==> src/rtl/pwp_pkg.sv <==
package pwp_pkg;
  typedef enum logic [2:0] {
    PS_IDLE = 3'd0,
    PS_DEV  = 3'd1,
    PS_ADR  = 3'd2,
    PS_DAT  = 3'd3,
    PS_PROG = 3'd4
  } pwp_state_e;
endpackage

==> src/rtl/pwp_rst_sync.sv <==
module pwp_rst_sync (
  input  logic clk,
  input  logic arst_n,
  output logic srst_n
);
  logic meta_q;
  logic sync_q;

  always_ff @(posedge clk or negedge arst_n) begin
    if (!arst_n) begin
      meta_q <= 1'b0;
      sync_q <= 1'b0;
    end else begin
      meta_q <= 1'b1;
      sync_q <= meta_q;
    end
  end

  assign srst_n = sync_q;
endmodule

==> src/rtl/pwp_prog_timer.sv <==
module pwp_prog_timer #(
  parameter int PROG_CYCLES = 20
) (
  input  logic clk,
  input  logic rst_n,
  input  logic start,
  output logic busy,
  output logic done
);
  localparam int CW = (PROG_CYCLES > 2) ? $clog2(PROG_CYCLES) : 1;
  localparam logic [CW-1:0] LOAD = CW'(PROG_CYCLES - 1);

  logic          busy_q, busy_d;
  logic [CW-1:0] cnt_q, cnt_d;
  logic          cnt_en;

  assign done   = busy_q && (cnt_q == '0);
  assign cnt_en = start || busy_q;

  always_comb begin
    busy_d = busy_q;
    cnt_d  = cnt_q;
    if (start) begin
      busy_d = 1'b1;
      cnt_d  = LOAD;
    end else if (busy_q) begin
      if (cnt_q == '0) busy_d = 1'b0;
      else             cnt_d  = cnt_q - 1'b1;
    end
  end

  always_ff @(posedge clk or negedge rst_n) begin
    if (!rst_n) begin
      busy_q <= 1'b0;
      cnt_q  <= '0;
    end else if (cnt_en) begin
      busy_q <= busy_d;
      cnt_q  <= cnt_d;
    end
  end

  assign busy = busy_q;

  // a programming request always opens the window on the next edge
  assert_start_opens_R8: assert property (@(posedge clk) disable iff (!rst_n)
    start |=> busy);
endmodule

==> src/rtl/pwp_flag.sv <==
module pwp_flag (
  input  logic clk,
  input  logic clr_n,
  input  logic set,
  output logic flag
);
  logic flag_q, flag_d;

  always_comb flag_d = flag_q | set;

  always_ff @(posedge clk or negedge clr_n) begin
    if (!clr_n)    flag_q <= 1'b0;
    else if (set)  flag_q <= flag_d;
  end

  assign flag = flag_q;

  // nothing but the test reset brings the flag down
  assert_flag_sticky_R11: assert property (@(posedge clk) disable iff (!clr_n)
    flag_q |=> flag_q);
endmodule

==> src/rtl/pwp_guard.sv <==
module pwp_guard #(
  parameter int ADDR_W = 8
) (
  input  logic              wp,
  input  logic              flag,
  input  logic [ADDR_W-1:0] addr,
  output logic              allow
);
  localparam logic [ADDR_W-1:0] LOCK_END = ADDR_W'(1) << (ADDR_W - 1);

  logic in_locked_half;

  always_comb begin
    in_locked_half = (addr < LOCK_END);
    allow = !wp && !(flag && in_locked_half);
  end
endmodule

==> src/rtl/pwp_seq.sv <==
module pwp_seq
  import pwp_pkg::*;
(
  input  logic clk,
  input  logic rst_n,
  input  logic bus_start,
  input  logic bus_stop,
  input  logic dev_hit,
  input  logic dev_rw,
  input  logic byte_rx,
  input  logic wp,
  input  logic flag,
  input  logic prog_done,
  output logic ack,
  output logic prog_go
);
  pwp_state_e st_q, st_d;
  logic       ack_q, ack_d;

  always_comb begin
    st_d    = st_q;
    ack_d   = 1'b0;
    prog_go = 1'b0;
    if (st_q == PS_PROG) begin
      if (prog_done) st_d = PS_IDLE;
    end else begin
      if (bus_start) begin
        st_d = PS_IDLE;
      end else begin
        case (st_q)
          PS_DEV: begin
            if (byte_rx) begin
              ack_d = 1'b1;
              st_d  = PS_ADR;
            end else if (bus_stop) begin
              st_d = PS_IDLE;
            end
          end
          PS_ADR: begin
            if (byte_rx) begin
              ack_d = 1'b1;
              st_d  = PS_DAT;
            end else if (bus_stop) begin
              st_d = PS_IDLE;
            end
          end
          PS_DAT: begin
            if (bus_stop) begin
              if (!wp) begin
                prog_go = 1'b1;
                st_d    = PS_PROG;
              end else begin
                st_d = PS_IDLE;
              end
            end else if (byte_rx) begin
              st_d = PS_IDLE;
            end
          end
          default: st_d = PS_IDLE;
        endcase
      end
      if (dev_hit) begin
        prog_go = 1'b0;
        st_d    = PS_IDLE;
        if (!flag) begin
          if (dev_rw) begin
            ack_d = 1'b1;
          end else if (!wp) begin
            ack_d = 1'b1;
            st_d  = PS_DEV;
          end
        end
      end
    end
  end

  always_ff @(posedge clk or negedge rst_n) begin
    if (!rst_n) begin
      st_q  <= PS_IDLE;
      ack_q <= 1'b0;
    end else begin
      st_q  <= st_d;
      ack_q <= ack_d;
    end
  end

  assign ack = ack_q;

  // write-form lock address under write protect is never acknowledged
  assert_wp_blocks_cmd_R1: assert property (@(posedge clk) disable iff (!rst_n)
    (dev_hit && !dev_rw && wp) |=> !ack_q);
  // nothing is acknowledged while programming
  assert_prog_quiet_R10: assert property (@(posedge clk) disable iff (!rst_n)
    (st_q == PS_PROG) |=> !ack_q);
  // a set flag silences the lock-class addresses
  assert_flag_no_ack_R7: assert property (@(posedge clk) disable iff (!rst_n)
    (flag && dev_hit) |=> !ack_q);
  // an acknowledge lasts a single cycle here
  assert_ack_single_R5: assert property (@(posedge clk) disable iff (!rst_n)
    (ack_q && !dev_hit && !byte_rx) |=> !ack_q);
endmodule

==> src/rtl/pwp_ctrl.sv <==
module pwp_ctrl #(
  parameter int ADDR_W      = 8,
  parameter int PROG_CYCLES = 20
) (
  input  logic              clk,
  input  logic              rst_n,
  input  logic              tst_rst_n,
  input  logic              wp_pin,
  input  logic              bus_start,
  input  logic              bus_stop,
  input  logic              dev_hit,
  input  logic              dev_rw,
  input  logic              byte_rx,
  input  logic [ADDR_W-1:0] wr_addr,
  output logic              ack,
  output logic              busy,
  output logic              prot_set,
  output logic              wr_allow
);
  localparam logic [ADDR_W-1:0] LOCK_END = ADDR_W'(1) << (ADDR_W - 1);

  logic rst_s_n;
  logic tst_s_n;
  logic prog_go;
  logic prog_done;

  pwp_rst_sync u_rsync_main (.clk(clk), .arst_n(rst_n),     .srst_n(rst_s_n));
  pwp_rst_sync u_rsync_test (.clk(clk), .arst_n(tst_rst_n), .srst_n(tst_s_n));

  pwp_seq u_seq (
    .clk       (clk),
    .rst_n     (rst_s_n),
    .bus_start (bus_start),
    .bus_stop  (bus_stop),
    .dev_hit   (dev_hit),
    .dev_rw    (dev_rw),
    .byte_rx   (byte_rx),
    .wp        (wp_pin),
    .flag      (prot_set),
    .prog_done (prog_done),
    .ack       (ack),
    .prog_go   (prog_go)
  );

  pwp_prog_timer #(.PROG_CYCLES(PROG_CYCLES)) u_timer (
    .clk   (clk),
    .rst_n (rst_s_n),
    .start (prog_go),
    .busy  (busy),
    .done  (prog_done)
  );

  pwp_flag u_flag (
    .clk   (clk),
    .clr_n (tst_s_n),
    .set   (prog_done),
    .flag  (prot_set)
  );

  pwp_guard #(.ADDR_W(ADDR_W)) u_guard (
    .wp    (wp_pin),
    .flag  (prot_set),
    .addr  (wr_addr),
    .allow (wr_allow)
  );

  // lower half stays locked once the flag is up
  assert_lower_locked_R3: assert property (@(posedge clk) disable iff (!tst_s_n)
    (prot_set && (wr_addr < LOCK_END)) |-> !wr_allow);
  // the flag only rises as the programming window closes
  assert_set_after_prog_R8: assert property (@(posedge clk) disable iff (!rst_s_n || !tst_s_n)
    $rose(prot_set) |-> ($past(busy) && !busy));
  // a window opens only from a Stop seen with protect low
  assert_prog_needs_stop_R9: assert property (@(posedge clk) disable iff (!rst_s_n)
    $rose(busy) |-> $past(bus_stop && !wp_pin));
endmodule

==> config.mk <==
export PLATFORM = sky130hd
export DESIGN_NAME = pwp_ctrl
export DESIGN_NICKNAME = d
export VERILOG_FILES = /design/src/rtl/pwp_pkg.sv /design/src/rtl/pwp_rst_sync.sv /design/src/rtl/pwp_prog_timer.sv /design/src/rtl/pwp_flag.sv /design/src/rtl/pwp_guard.sv /design/src/rtl/pwp_seq.sv /design/src/rtl/pwp_ctrl.sv
export SDC_FILE = /design/constraint.sdc
export NUM_CORES = 1
export LEC_CHECK = 0
export ABC_AREA = 1
export CAP_MARGIN = 10
export CORE_MARGIN = 1
export CORE_UTILIZATION = 49
export DETAILED_ROUTE_END_ITERATION = 6
export GPL_ROUTABILITY_DRIVEN = 0
export PLACE_DENSITY = 0.86
export SLEW_MARGIN = 10
export SYNTH_ARGS = -nofsm -noshare
export SYNTH_HDL_FRONTEND = slang
export SYNTH_HIERARCHICAL = 1
export SYNTH_SLANG_ARGS = --single-unit
==> constraint.sdc <==
create_clock -name clk -period 1 [get_ports clk]
set_input_delay 0.2 -clock clk [delete_from_list [all_inputs] [get_ports clk]]
set_output_delay 0.2 -clock clk [all_outputs]
set_load 0.1 [all_outputs]
After elaboration in Yosys (flattened, before gate mapping). Index checks and enable logic that the tools add are counted.

Memories: 0. Input port bits: 17. Logic and storage cells: 64. Bits in registers: 15. Output and inout bits: 4. Bits in writable memories: 0. Bits in latches: 0. Bits in read-only memories: 0.

Order comparisons: 1. Equality and inequality tests: 7. Reductions and logical operators: 11. Shift-type cells: 0. Bitwise operators: 1. Muxes and demuxes: 34. $mul: 0. Add/subtract/negate cells: 1. Div/mod/pow operators: 0.

Operators by type and width (number): 3-bit 2-to-1 mux (12); 1-bit 2-to-1 mux (18); 5-bit 2-to-1 mux (3); 3-bit one-hot mux with 3 select lines (1); 8-bit less-than comparator, second input constant (1); 3-bit by 2-bit equality test with 1-bit output, second input constant (2); 6-bit by 5-bit != test with 1-bit output, second input constant (1); 5-bit logical NOT (1); 5-bit by 1-bit subtractor with 5-bit output, second input constant (1); 2-bit by 1-bit != test with 1-bit output, second input constant (2); 3-bit by 1-bit equality test with 1-bit output, second input constant (1); 3-bit equality test, second input constant (1); 1-bit logical AND (3); 3-bit AND reduction (1); 1-bit logical NOT (2); 2-bit AND reduction (1); 2-bit nonzero test (1); 2-bit OR reduction (1); 1-bit logical OR (1); 1-bit bitwise OR (1).

Logic depth before layout (Yosys ltp). Gate-level depths: netlist of run 1.

Depth after elaboration: 9. Mapped depth: 11. Depth with buffers taken out: 11.

Modules after synthesis. The synthesis of run 1 kept the hierarchy.

Modules (own cells, without submodules): pwp_prog_timer (times used 1, cells an instance 41, area each 325.3 um2); pwp_seq (times used 1, cells an instance 44, area each 275.3 um2); pwp_rst_sync (times used 2, cells an instance 3, area each 53.8 um2); pwp_flag (times used 1, cells an instance 4, area each 36.3 um2); pwp_guard (times used 1, cells an instance 2, area each 12.5 um2).

Worst setup path before layout of run 1. No wires, ideal clock.

Kind: reg-to-output. Start: register u_flag.flag_q (netlist: u_flag/flag). End: output port wr_allow. Required time: 0.800 ns. Cell stages (with the launch flop): 2. Setup slack: -0.988 ns. Data arrival time: 1.788 ns. Cell sequence: dfrtp_1 a21oi_2.

Longest elaborated chain between the ends: 3.

RTL lines: from (decl) (RTL line pwp_flag.sv:7) `logic flag_q, flag_d;`; from (signal assigned) (RTL line pwp_flag.sv:13) `else if (set) flag_q <= flag_d;`; 1-bit logical AND (RTL line pwp_guard.sv:15) `allow = !wp && !(flag && in_locked_half);`; 1-bit logical NOT (RTL line pwp_guard.sv:15); 1-bit logical AND (RTL line pwp_guard.sv:15); to (decl) (RTL line pwp_ctrl.sv:18) `output logic wr_allow`.

Every way passes these cells.

Worst setup path in the final report of run 1.
Start: register u_seq.st_q[2]. End: register u_timer.cnt_q[3].

Longest elaborated chain between the ends: 7.

RTL lines: from (decl) (RTL line pwp_seq.sv:17) `pwp_state_e st_q, st_d;`; from (signal assigned) (RTL line pwp_seq.sv:82) `st_q <= st_d;`; 3-bit by 2-bit equality test with 1-bit output (RTL line pwp_seq.sv:30) `case (st_q)`; 1-bit 2-to-1 mux (RTL line pwp_seq.sv:30); 1-bit 2-to-1 mux (RTL line pwp_seq.sv:27) `if (bus_start) begin`; 1-bit 2-to-1 mux (RTL line pwp_seq.sv:62) `if (dev_hit) begin`; 1-bit 2-to-1 mux * (RTL line pwp_seq.sv:24) `if (st_q == PS_PROG) begin`; net prog_go (RTL line pwp_ctrl.sv:24) `logic prog_go;`; 2-bit by 1-bit != test with 1-bit output (no line) (tied with other cells); 3-bit AND reduction (no line); to (signal assigned) (RTL line pwp_prog_timer.sv:38) `cnt_q <= cnt_d;`; to (decl) (RTL line pwp_prog_timer.sv:14) `logic [CW-1:0] cnt_q, cnt_d;`.

The timed path passes the listed nets; every way through them passes the cells marked *. A chain may end at the register's enable or synchronous reset.

==> results of run 1 <==
## critical path, cell delays in order, from the launching register on
cell     delay (ns)
dfrtp_1        0.39
inv_1          0.07
nand3_2        0.09
inv_2          0.07
nand4_1        0.15
inv_2          0.14
inv_4          0.07
nand4_4        0.07
nand2_4        0.10
nand2_2        0.07
o21ai_1        0.08
## what timing repair did
item,4_1_cts,5_1_grt
hold endpoints to repair,1,0
pin swaps,14,6
gates resized for setup,18,11
hold buffers,1,0
setup buffers,7,3
setup endpoints to repair,15,15
## layer usage
layer	routed length, µm	vias up	part of all wire
li1	-	380	-
met1	955	366	0.39
met2	1230	38	0.51
met3	163	13	0.067
met4	87	0	0.036
met5	0	-	0
## logic make-up after synthesis
logic type,count (synthesis),synth area share
xor+xnor,1,0.0116
other cells,2,0.00992
fa+ha+maj,1,0.0165
buf+inv,19,0.0942
flops,15,0.496
compound gates,11,0.0810
simple gates,48,0.291
## path summary, 6_finish.rpt
kind	to	slack [ns]
setup / recovery	u_timer/cnt_q[3]	-0.42
max in group asynchronous	u_flag/flag	0.34
hold reg to reg	u_timer/cnt_q[3]	0.15
min in group clk	u_rsync_main/srst_n	0.37
hold / removal	u_rsync_main/meta_q	0.08
setup reg to reg	u_timer/cnt_q[3]	-0.42
## sequential cells by signal, summed over array words and instances (netlist names)
name / flops
u_flag/flag: 1
u_rsync_main/meta_q: 1
u_rsync_test/meta_q: 1
u_seq/st_q: 3
u_timer/busy: 1
u_rsync_main/srst_n: 1
u_seq/ack: 1
u_timer/cnt_q: 5
u_rsync_test/srst_n: 1
## through the flow
stage / hold WS (ns) / std cells
after floorplan: -0.0956 / 97
after global placement: -0.00347 / 138
after detailed placement: -0.00201 / 138
after CTS: 0.0714 / 147
after global routing: 0.0731 / 150
final: 0.0788 / 150
## placed cells by master (no fill, tap or decap), types with 4 or more instances in the layout
cell type        count
buf_12               4
buf_6                5
inv_2                7
inv_1               10
clkdlybuf4s50_1      9
nor2_1               5
nand2_2              6
nand3_1              4
buf_4               15
o21ai_1              5
nor2_2               5
nand2_1             17
dfrtp_1             12
## power by group through the flow
stage	clock (mW)	sequential (mW)	combinational (mW)
after floorplan	0	0.790	0.495
after global placement	0	0.767	0.770
after detailed placement	0	0.774	0.791
after CTS	0.343	0.766	0.852
after global routing	0.365	0.796	1.03
final	0.334	0.785	0.969
## cell type report
type                    count  area (µm²)  area share
repair buffers             34         349       0.277
inverters                  19        76.3      0.0606
flip-flops and latches     15         384       0.305
well taps                  15        18.8      0.0149
multi-input cells          63         405       0.322
clock buffers               4        26.3      0.0209
==> impl_metrics.csv, run 1 <==
group,metric,value,unit
outcome,status,"complete, but fails checks",
outcome,violations,"negative setup slack",
sta,setup_ws,-0.417,ns
yosys,syn_nets,115,
sta,fin_crit_sh,1.42,
route,via_per_inst,5.31,
sta,fmax,706,MHz
layout,post-route-util,0.922,
cts,numCtsBuffers,3,
placed_design,port_buffers,13,
sta,finalSetupViolCount,15,
yosys,synthArstFlopShare,1.00,
global_routing,met2_usage,0.520,
worst_setup_path,worstPathMaxFanout,8,
placed_design,place_area,1090,µm²
route,dr.pass1.iters,4,
global_routing,use_met1,0.331,
flow_run,cap_violations,0,
cts,numClockSinks,15,
sta,slew_violations,0,
pwr,power.share.clock,0.160,
worst_setup_path,crit_type,"flip-flop to flip-flop",
worst_setup_path,critPathCaptureType,"flip-flop",
layout,nNetsFinal,154,
route,wl,2440,µm
route,drtIter0Drc,21,
sta,hold_viol,0,
worst_setup_path,required,1.17,ns
yosys,ys_top_cells_by_count,"nand2_1 (23), inv_1 (17), dfrtp_1 (15)",
global_routing,grt_max_degree,11,
pwr,p_total,2.09,mW
yosys,synth_cells,97,
cts,clk_pin_slew,0.09,ns
yosys,synth_top_area_frac,0.496,
pwr,p_per_area,1660,nW/µm²
route,ant_nets,0,
sta,finClkSkew,0.0120,ns
yosys,synth_warnings,6,
placed_design,pre_cts_ws,-0.549,ns
layout,fillerInstances,49,
sta,rsz0062_at_grt,"yes",
yosys,seq_area_frac_synth,0.496,
yosys,yosys.area.top_type,"dfrtp_1",
pwr,p_sw_frac,0.380,
floorplan,row_count,13,
worst_setup_path,ff2ff_path_depth,10,
worst_setup_path,crit_start,"u_seq/st_q[2]",
floorplan,dieWidth,41.3,µm
floorplan,die_h,41.3,µm
sta,tns,-3.71,ns
yosys,yosysMostFrequentCell,"nand2_1",
global_routing,globalRoute.totalOverflow,0,
pwr,internal_power,1.30,mW
sta,min_period,1.42,ns
global_routing,antenna_found_initial,0,
yosys,synth_area_leaders,"dfrtp_1 (50%), nand2_1 (11%), inv_1 (8.4%)",
hold_path,hold_class,"input port to async pin",
placed_design,dp_hpwl,1280,µm
worst_setup_path,critPathLaunchType,"flip-flop",
pwr,seq_power_share,0.376,
pwr,ir_drop,1730,µV
global_routing,grt_pass1_wl,3150,µm
yosys,synth.distinct_cells,21,
route,wl_per_cell,16.3,µm
floorplan,die_area,1710,µm²
layout,antenna_cells,0,
pwr,p_switching,0.793,mW
layout,area_growth,66.4,%
yosys,ys_ff_latch,15,
yosys,synthesis.area,757,µm²
cts,insertion_delay,0.29,ns
yosys,ys.flop_type,"dfrtp_1",
cts,root_buffer,"clkbuf_4",
global_routing,grt_usage,0.299,
yosys,synth-edff-count,0,
cts,cts_htree_levels,1,
cts,cts_tree,"built",
global_routing,grt-busiest-layer,"met2",
floorplan,ios,21,
global_routing,met3_usage,0.101,
route,routed-via-count,797,
floorplan,coreArea,1370,µm²
cts,clockBufferDepth,2,
worst_setup_path,reg2reg_from,"u_seq/st_q[2]",
global_routing,grt_pass1_vias,735,
layout,stdcell_area,1260,µm²
worst_setup_path,crit_arrival,1.59,ns
floorplan,start_util,0.554,
pwr,comb_power_share,0.464,
yosys,syn_area_per_cell,7.80,µm²
layout,drive_gt1_frac,0.467,
pwr,power_leakage,0.623,nW
route,route.detailed.drc,0,
Power figures use the tool's default switching activity.
==> run 2: changes to the inputs <==
- ABC_AREA: 1 -> 0
- CORE_UTILIZATION: 49 -> 48
==> impl_metrics.csv, run 2 <==
group,metric,value,unit
yosys,synth_warnings,6,
global_routing,grt_max_degree,11,
yosys,yosysMostFrequentCell,"dfrtp_1",
sta,endpoint_type,"register data pin",
yosys,yosys.area.top_type,"dfrtp_1",
placed_design,port_buffers,13,
yosys,synth.distinct_cells,28,
yosys,ys.flop_type,"dfrtp_1",
cts,cts_htree_levels,1,
cts,numCtsBuffers,3,
cts,clockBufferDepth,2,
yosys,synth-edff-count,0,
outcome,haltStage,"global routing",
cts,numClockSinks,15,
floorplan,start_util,0.534,
global_routing,antenna_found_initial,0,
floorplan,ios,21,
yosys,syn_nets,84,
floorplan,dieWidth,40.5,µm
outcome,tool.error,"[ERROR DPL-0033] detailed placement checks failed during check placement.",
yosys,synth_area_leaders,"dfrtp_1 (53%), nor2_1 (4.2%), nor4b_4 (3.3%)",
yosys,synth_top_area_frac,0.527,
yosys,syn_area_per_cell,10.8,µm²
cts,hold_buffers,0,
yosys,ys_top_cells_by_count,"dfrtp_1 (15), nor2_1 (8), nand2_1 (5)",
placed_design,dp_hpwl,1290,µm
outcome,status,"did not finish",
sta,worst_endpoint,"u_timer/cnt_q[3]$_DFFE_PN0P_/D",
yosys,synthArstFlopShare,1.00,
yosys,synth_cells,66,
cts,root_buffer,"clkbuf_4",
floorplan,die_h,40.5,µm
yosys,ys_ff_latch,15,
yosys,synthesis.area,712,µm²
floorplan,row_count,13,
yosys,seq_area_frac_synth,0.527,
[run 2: cell count changes after synthesis, moves of 6 or more]
cell     change
nand2_1     -18
nand3_1      -7
inv_1       -13
o21ai_0      -6
[run 2: logic make-up after synthesis]
| kind of cell | Yosys count | share of synthesized area |
|---|---|---|
| muxes | 2 | 0.0281 |
| xor gates and xnor gates | 1 | 0.0123 |
| and+or+nand+nor | 29 | 0.260 |
| other | 2 | 0.0105 |
| AOI/OAI and AO/OA | 12 | 0.123 |
| adders and majority gates | 1 | 0.0176 |
| buffers and inverters | 4 | 0.0211 |
| DFF | 15 | 0.527 |
[run 2: stage by stage]
stage / setup TNS [ns] / worst slack [ns] / cell area (µm²) / cells
CTS: -5.34 / -0.544 / 1190 / 115
global placement: -6.13 / -0.637 / 1020 / 108
detailed placement: -6.52 / -0.678 / 1020 / 108
floorplan: -4.00 / -0.626 / 731 / 66
[run 2: timing repair]
item                                    CTS
pin swaps                                 6
gates resized for setup                  29
setup buffers                             3
endpoints found under the setup margin   15
==> run 3: changes to the inputs <==
- CORE_AREA: unset -> 2 2 63 65
- CORE_MARGIN: 1 -> unset
- CORE_UTILIZATION: 48 -> unset
- DIE_AREA: unset -> 0 0 65 67
- PLACE_DENSITY: 0.86 -> unset
- PLACE_DENSITY_LB_ADDON: unset -> 0.15
==> impl_metrics.csv, run 3 <==
group,metric,value,unit
outcome,status,"complete, but fails checks",
outcome,violations,"negative setup slack",
floorplan,start_util,0.197,
worst_setup_path,critPathCaptureType,"flip-flop",
floorplan,die_area,4360,µm²
layout,area_growth,80.3,%
cts,root_buffer,"clkbuf_8",
worst_setup_path,reg2reg_from,"u_timer/cnt_q[1]",
pwr,seq_power_share,0.321,
layout,largest_register_ffs,5,
sta,hold_viol,0,
floorplan,die_h,67,µm
placed_design,place_area,1080,µm²
layout,top_register,"u_timer/cnt_q",
layout,top_regs,"u_timer/cnt_q: 5 flops, u_seq/st_q: 3 flops",
layout,antenna_cells,0,
yosys,synth_warnings,6,
pwr,power_leakage,0.558,nW
yosys,synthArstFlopShare,1.00,
cts,insertion_delay,0.24,ns
worst_setup_path,crit_type,"flip-flop to flip-flop",
yosys,ys.flop_type,"dfrtp_1",
worst_setup_path,path_cells,"or4b_4 > or3b_4 > a21oi_2",
global_routing,antenna_found_initial,0,
yosys,synth_cells,66,
route,drtIter0Drc,18,
cts,clk_pin_slew,0.06,ns
pwr,p_sw_frac,0.377,
pwr,ir_drop,803,µV
yosys,syn_nets,84,
yosys,synth_top_area_frac,0.527,
yosys,synth_area_leaders,"dfrtp_1 (53%), nor2_1 (4.2%), nor4b_4 (3.3%)",
route,via_per_inst,4.03,
worst_setup_path,r2r_setup_slack,-0.49,ns
yosys,ys_ff_latch,15,
cts,cts_htree_levels,1,
floorplan,dieWidth,65,µm
worst_setup_path,critPathLaunchType,"flip-flop",
route,ant_nets,0,
route,routed-via-count,612,
worst_setup_path,required,1.17,ns
route,route.detailed.drc,0,
worst_setup_path,ff2ff_path_depth,3,
layout,mostFrequentLayoutCell,"buf_4",
route,wl,1570,µm
worst_setup_path,r2r_end,"u_timer/cnt_q[3]",
pwr,power.share.clock,0.168,
floorplan,ios,21,
cts,cts_tree,"built",
yosys,synth.distinct_cells,28,
global_routing,grt_pass1_wl,2660,µm
sta,finClkSkew,0.00532,ns
worst_setup_path,crit_path_top_delay_cell,"or4b_4",
pwr,p_switching,1.08,mW
layout,final_cell_mix,"buf_4 (15), dfrtp_1 (12), clkdlybuf4s50_1 (8), buf_6 (6), nor2_1 (6)",
cts,numCtsBuffers,3,
cts,numClockSinks,15,
route,wl_per_cell,10.3,µm
global_routing,globalRoute.totalOverflow,0,
yosys,synthesis.area,712,µm²
yosys,synth-edff-count,0,
cts,clockBufferDepth,2,
global_routing,grt_max_degree,11,
sta,setup_ws,-0.489,ns
sta,slew_violations,0,
yosys,yosysMostFrequentCell,"dfrtp_1",
flow_run,cap_violations,0,
pwr,internal_power,1.78,mW
hold_path,hold_class,"flip-flop to async pin",
sta,min_period,1.49,ns
sta,finalSetupViolCount,15,
global_routing,grt_pass1_vias,616,
layout,drive_gt1_frac,0.510,
global_routing,grt_usage,0.0837,
worst_setup_path,crit_arrival,1.66,ns
placed_design,dp_hpwl,1120,µm
floorplan,coreArea,3610,µm²
layout,stdcell_area,1280,µm²
worst_setup_path,worstPathMaxFanout,2,
placed_design,port_buffers,13,
pwr,p_total,2.86,mW
sta,rsz0062_at_grt,"yes",
yosys,syn_area_per_cell,10.8,µm²
layout,nNetsFinal,123,
yosys,ys_top_cells_by_count,"dfrtp_1 (15), nor2_1 (8), nand2_1 (5)",
sta,tns,-4.38,ns
sta,fin_crit_sh,1.49,
sta,hold-worst-slack,0.00385,ns
yosys,seq_area_frac_synth,0.527,
worst_setup_path,max_stage_delay,0.54,ns
yosys,yosys.area.top_type,"dfrtp_1",
sta,fmax,672,MHz
pwr,comb_power_share,0.511,
floorplan,row_count,22,
route,dr.pass1.iters,4,
pwr,p_per_area,2230,nW/µm²
==> run 3: cell counts after synthesis <==
Identical to the previous run, type by type.
==> run 3: critical path, delay by kind of cell (launching register included) <==
kind	cells	cell delay [ns]
and+or+nand+nor	2	0.92
AOI/OAI and AO/OA	1	0.11
DFF	1	0.38
==> run 3: how the worst max path moves through the flow <==
stage	start	endpoint	slack, ns	depth (start not counted)
final	u_timer/cnt_q[1]	u_timer/cnt_q[3]	-0.49	3
after global routing	u_timer/cnt_q[1]	u_timer/cnt_q[3]	-0.53	3
after CTS	u_timer/cnt_q[1]	u_timer/cnt_q[3]	-0.49	3
after detailed placement	bus_start	u_timer/cnt_q[1]	-0.70	6
after global placement	bus_start	u_timer/cnt_q[1]	-0.65	6
after floorplan	u_timer/busy	u_timer/cnt_q[3]	-0.63	3
==> run 3: through the flow <==
stage / std cells / utilization / setup WS (ns)
finish: 152 / 0.356 / -0.489
global route: 152 / 0.356 / -0.527
CTS: 150 / 0.343 / -0.491
detailed placement: 143 / 0.300 / -0.696
global placement: 143 / 0.300 / -0.651
floorplan: 66 / - / -0.626
==> run 3: power by group through the flow <==
stage          clock (mW)  combinational, mW  sequential [mW]
2_1_floorplan           0              0.366             1.17
3_3_place_gp            0               1.15            0.929
3_5_place_dp            0               1.16            0.926
4_1_cts             0.497               1.39            0.915
5_1_grt             0.524               1.59            0.943
6_report            0.481               1.46            0.919
==> run 3: area by class of cell <==
type | instances | area (µm²)
inverters | 4 | 17.5
clock buffers | 4 | 45.0
multi-input cells | 47 | 428
repair buffers | 34 | 349
flip-flops and latches | 15 | 384
well taps | 48 | 60.1
fillers | 357 | 2320
==> run 3: routing by layer <==
metal / vias to the layer above / global-route usage / wire length [µm]
met1: 294 / 0.0838 / 657
met2: 11 / 0.156 / 824
met3: 2 / 0.0321 / 66
li1: 305 / - / -
met4: 0 / 0.0319 / 20
met5: - / 0 / 0
==> run 3: kinds of logic (layout without fill, tap and decap cells) <==
logic type	Yosys count	count (layout)	share of synthesized area
multiplexers	2	2	0.0281
AO/OA/AOI/OAI	12	12	0.123
AND/OR/NAND/NOR	29	29	0.260
flip-flops	15	15	0.527
XOR/XNOR	1	1	0.0123
buffers and inverters	4	42	0.0211
adder cells (fa/ha/maj)	1	1	0.0176
other	2	2	0.0105
==> run 3: timing repair <==
item,in CTS,in global routing
setup endpoints to repair,15,15
pin swaps,6,7
resized for setup,22,9
buffers inserted,3,3
hold buffers,0,0
